===== src/rtl/dual_base_mont_exp.sv =====
module dual_base_mont_exp #(
  parameter int N  = 64,
  parameter int EW = 16,
  localparam int LW = $clog2(EW + 1)
) (
  input  logic          clk,
  input  logic          rst_n,
  input  logic          start,
  input  logic [1:0]    mode,
  input  logic          const_time,
  input  logic [LW-1:0] exp_len,
  input  logic [N-1:0]  g0,
  input  logic [N-1:0]  g1,
  input  logic [N-1:0]  mont_one,
  input  logic [N-1:0]  modulus,
  input  logic [EW-1:0] e0,
  input  logic [EW-1:0] e1,
  output logic          busy,
  output logic          done,
  output logic [N-1:0]  result
);
  localparam int IW = (EW > 1) ? $clog2(EW) : 1;
  localparam int CW = (N > 1) ? $clog2(N) : 1;

  typedef enum logic [1:0] {ST_IDLE, ST_PRE, ST_SQR, ST_MUL} st_t;
  st_t st;

  logic [N-1:0]  mq, oneq, g0q, g1q, g01q, acc;
  logic [EW-1:0] e0q, e1q;
  logic [IW-1:0] idx;
  logic [CW-1:0] cnt;
  logic [N+1:0]  t;
  logic          mulq, ctq;

  wire [LW-1:0] len_eff = (exp_len > LW'(EW)) ? LW'(EW) : exp_len;
  wire [LW-1:0] len_m1  = len_eff - 1'b1;
  wire [1:0]    pair    = {e1q[idx], e0q[idx]};
  wire          more    = (pair != 2'b00) || ctq;
  wire          last    = (cnt == CW'(N - 1));
  wire          fin     = (idx == '0);

  logic [N-1:0] tbl;
  always_comb
    case (pair)
      2'b00:   tbl = oneq;
      2'b01:   tbl = g0q;
      2'b10:   tbl = g1q;
      default: tbl = g01q;
    endcase

  wire [N-1:0] a_op = (st == ST_PRE) ? g0q : acc;
  wire [N-1:0] b_op = (st == ST_PRE) ? g1q : (st == ST_SQR) ? acc : tbl;

  wire [N+1:0] s1   = t + (a_op[cnt] ? {2'b00, b_op} : '0);
  wire [N+1:0] s2   = s1[0] ? s1 + {2'b00, mq} : s1;
  wire [N+1:0] tn   = {1'b0, s2[N+1:1]};
  wire [N+1:0] tsub = tn - {2'b00, mq};
  wire [N-1:0] prod = (tn >= {2'b00, mq}) ? tsub[N-1:0] : tn[N-1:0];

  assign busy = (st != ST_IDLE);

  always_ff @(posedge clk) begin
    if (!rst_n) begin
      st <= ST_IDLE; done <= 1'b0; result <= '0; t <= '0; cnt <= '0;
      mq <= '0; oneq <= '0; g0q <= '0; g1q <= '0; g01q <= '0; acc <= '0;
      e0q <= '0; e1q <= '0; idx <= '0; mulq <= 1'b0; ctq <= 1'b0;
    end else begin
      done <= 1'b0;
      if (st == ST_IDLE) begin
        if (start) begin
          mq   <= modulus;  oneq <= mont_one;
          g0q  <= g0;       g1q  <= g1;
          e0q  <= e0;       e1q  <= (mode == 2'b01) ? '0 : e1;
          acc  <= mont_one; idx  <= len_m1[IW-1:0];
          mulq <= (mode == 2'b00);
          ctq  <= const_time;
          t    <= '0;       cnt  <= '0;
          if (mode == 2'b00)       st <= ST_PRE;
          else if (len_eff == '0) begin
            result <= mont_one;
            done   <= 1'b1;
          end
          else if (mode == 2'b01)  st <= ST_SQR;
          else                     st <= ST_PRE;
        end
      end else begin
        t   <= last ? '0 : tn;
        cnt <= last ? '0 : cnt + 1'b1;
        if (last) begin
          case (st)
            ST_PRE: begin
              if (mulq) begin
                result <= prod; done <= 1'b1; st <= ST_IDLE;
              end else begin
                g01q <= prod; st <= ST_SQR;
              end
            end
            ST_SQR: begin
              acc <= prod;
              if (more)     st <= ST_MUL;
              else if (fin) begin result <= prod; done <= 1'b1; st <= ST_IDLE; end
              else          begin idx <= idx - 1'b1; st <= ST_SQR; end
            end
            default: begin
              acc <= prod;
              if (fin) begin result <= prod; done <= 1'b1; st <= ST_IDLE; end
              else     begin idx <= idx - 1'b1; st <= ST_SQR; end
            end
          endcase
        end
      end
    end
  end

  assert_done_pulse_R9: assert property (@(posedge clk) disable iff (!rst_n)
    done |=> !done);
  assert_done_idle_R9: assert property (@(posedge clk) disable iff (!rst_n)
    done |-> !busy);
  assert_result_reduced_R3: assert property (@(posedge clk) disable iff (!rst_n)
    done |-> (result < mq));
  assert_start_ignored_R10: assert property (@(posedge clk) disable iff (!rst_n)
    (busy && start) |=> ($stable(mq) && $stable(e0q) && $stable(e1q)));
  assert_partial_bounded_R3: assert property (@(posedge clk) disable iff (!rst_n)
    busy |-> (t < ({2'b00, mq} << 1)));
  assert_ct_dummy_mul_R5: assert property (@(posedge clk) disable iff (!rst_n)
    (st == ST_SQR && last && ctq) |=> (st == ST_MUL));
  assert_single_e1_clear_R2: assert property (@(posedge clk) disable iff (!rst_n)
    (start && !busy && mode == 2'b01) |=> (e1q == '0));
endmodule


===== config.mk =====
export PLATFORM = sky130hd
export DESIGN_NAME = dual_base_mont_exp
export DESIGN_NICKNAME = d
export VERILOG_FILES = /design/src/rtl/dual_base_mont_exp.sv
export SDC_FILE = /design/constraint.sdc
export NUM_CORES = 2
export LEC_CHECK = 0
export BUFFER_PORTS_ARGS = -buffer_cell sky130_fd_sc_hd__clkbuf_2
export CORE_ASPECT_RATIO = 1.75
export CORE_MARGIN = 2
export CORE_UTILIZATION = 40
export DETAILED_ROUTE_END_ITERATION = 7
export PLACE_DENSITY = 0.56
export SLEW_MARGIN = 30
export SYNTH_ARGS = -nofsm -noshare
export SYNTH_HDL_FRONTEND = slang
export SYNTH_SLANG_ARGS = --single-unit

===== constraint.sdc =====
create_clock -name clk -period 11.1 [get_ports clk]
set_input_delay 2.22 -clock clk [delete_from_list [all_inputs] [get_ports clk]]
set_output_delay 2.22 -clock clk [all_outputs]
set_load 0.02 [all_outputs]

==> run_results.csv <==
group,metric,value,unit
sta,setup_viol,0,
sta,final_hold_viol_count,0,
drt,drt_wl_total,186.6,mm
grt,grt_max_degree,106,
worst_setup_path,end_kind,"flip-flop",
floorplanning,die_height,414.0,um
sta,slew_headroom,0.3189,
place,place.port_buffers,364,
synthesis,synth-edff-count,0,
min_path,min_delay_path_depth,2,
floorplanning,fp.dieArea,98660,um^2
run,drv_cap,0,
sta,fmaxAchievable,91.62,MHz
worst_setup_path,r2r_cells,47,
finish,fillerInstances,9615,
drt,first_pass_iters,6,
floorplanning,std_cell_rows,150,
worst_setup_path,max_stage_delay,0.57,ns
cts,root_buffer,"clkbuf_16",
finish,area_growth,26.70,%
synthesis,synth_flop_cell,"dfxtp_1",
cts,clk_latency,0.69,ns
finish,final_common_cell,"nand2_1",
synthesis,ys_ff_latch,560,
floorplanning,die_w,238.3,um
finish,drive_gt1_frac,0.2359,
place,dpl.hpwl,145.6,mm
grt,grt_pass1_wl,270.1,mm
worst_setup_path,path_max_fanout,10,
grt,grt_overflow_total,0,
grt,antenna_found_initial,5,
status,status,"completed",
drt,drc,0,
drt,ant_nets,0,
worst_setup_path,cp_common_cell,"buf_4",
synthesis,synth_nets,5663,
place,gp_congestion,1.030,
cts,cts_buffers,56,
finish,instances_no_fill,7140,
synthesis,synth_cell_types,87,
sta,slew_viol_final,0,
finish,multi_input_area,26130,um^2
floorplanning,pin_count,365,
cts,clock-sinks,560,
floorplanning,core,95340,um^2
synthesis,synthArstFlopShare,0,
cts,cts_buffer_depth,3,
synthesis,synthCells,5165,
cts,htree_levels,2,
sta,tightest_slew,1.022,ns
synthesis,syn_area_per_cell,7.440,um^2
place,dp_cells,7012,
sta,fin_skew,0.04843,ns
worst_setup_path,critPathKind,"flip-flop to flip-flop",
finish,fin_util,0.5107,
drt,vias_per_cell,6.083,
worst_setup_path,slowest_stage,"mux4_2",
worst_setup_path,required,11.62,ns
sta,post-route-period-util,0.9832,
drt,wire_per_inst,26.14,um
cts,cts-hold-fix-buffers,0,
finish,nets,6375,
min_path,min_path_type,"flip-flop to flip-flop",
synthesis,netlist_area,38430,um^2
sta,fin_crit,10.91,ns
finish,final_cell_mix,"nand2_1, buf_4, a21oi_1",
grt,grt_pass1_vias,42220,
drt,drt-initial-drc-count,3825,
grt,track_usage,0.3623,
finish,seqCellArea,11220,um^2
place,place_area,45570,um^2
drt,vias,43430,
synthesis,synth_warnings,0,
floorplanning,initial_utilization,0.4031,
synthesis,yosysSeqAreaShare,0.2917,
worst_setup_path,cp.arrival,11.43,ns
cts,cts_tree,"yes",
finish,fin_area,48690,um^2
worst_setup_path,startpoint_type,"flip-flop",
cts,path_clk_slew,0.07,ns
-- path summary, 6_finish.rpt --
kind	slack (ns)	to	start
hold reg to reg	0.45	e0q[12]	e0q[12]
setup reg to reg	0.19	acc[30]	st[1]
hold / removal	0.45	e0q[12]	e0q[12]
setup / recovery	0.19	acc[30]	st[1]
-- cells in the mapped netlist (85+ instances only) --
library cell | number | share of area
a211oi_1 | 138 | 0.027
a21o_1 | 85 | 0.017
a21oi_1 | 642 | 0.084
clkbuf_1 | 358 | 0.035
dfxtp_1 | 560 | 0.29
ha_1 | 196 | 0.064
inv_1 | 122 | 0.012
nand2_1 | 934 | 0.091
nand3_1 | 198 | 0.026
nor2_1 | 314 | 0.031
nor3_1 | 91 | 0.012
o21ai_0 | 251 | 0.033
xnor2_1 | 104 | 0.024
-- flip-flops by register name, summed over array words and instances (netlist names) --
register and flops:
result 64, mq 64, acc 64, ctq 1
g01q 64, st 2, e0q 16, oneq 64
e1q 16, idx 4, cnt 6, done 1
t 65, g0q 64, g1q 64, mulq 1
-- cell type report --
class | count | area share
diodes | 2 | 0.0001028
clock buffers | 75 | 0.03233
clock inverters | 28 | 0.008095
inverters | 123 | 0.009637
multi-input cells | 4089 | 0.5366
flip-flops and latches | 560 | 0.2304
well taps | 1216 | 0.03125
repair buffers | 1047 | 0.1515
-- per-stage QoR --
step                hold WS (ns)  setup slack, ns  TNS (ns)
global route              0.4719         -0.07026    -2.490
global placement          0.4415          -0.6210    -86.21
finish                    0.4522           0.1859         0
floorplan                 0.4317           0.5198         0
detailed placement        0.4434          -0.7784   -104.79
CTS                       0.4523        0.0001350         0
-- critical path, delay by kind of cell (launching register included) --
family          cells  cell delay (ns)
fa+ha+maj           4             1.21
compound gates     16             3.60
simple gates        6             1.15
flops               1             0.33
mux                 5             1.98
buf+inv            14             2.09
xor+xnor            2             0.34
-- kinds of logic (layout without fill, tap and decap cells) --
| group | Yosys count | after routing | synth area share |
|---|---|---|---|
| AOI/OAI and AO/OA | 1692 | 1692 | 0.2821 |
| other | 0 | 2 | 0 |
| and+or+nand+nor | 1895 | 1895 | 0.2195 |
| xor gates and xnor gates | 170 | 170 | 0.03875 |
| buffers and inverters | 516 | 1273 | 0.05164 |
| DFF | 560 | 560 | 0.2917 |
| muxes | 133 | 133 | 0.05092 |
| adders and majority gates | 199 | 199 | 0.06538 |
-- timing repair --
item,CTS,global route
buffers inserted,2,14
cloned,0,7
resized for setup,38,147
pin swaps,4,24
setup endpoints to repair,192,192
-- routing by layer --
metal | GRT usage | vias up | share of wire | wire length [um]
met4 | 0.2138 | 0 | 0.071 | 13280
met1 | 0.4410 | 20830 | 0.39 | 73650
met5 | 0 | - | 0 | 0
li1 | - | 20180 | - | -
met3 | 0.04659 | 471 | 0.063 | 11780
met2 | 0.6083 | 1949 | 0.47 | 87910
Power is left out: the tool's default activity adds up to more than one toggle a clock period on the data nets, which glitch-free logic cannot reach.
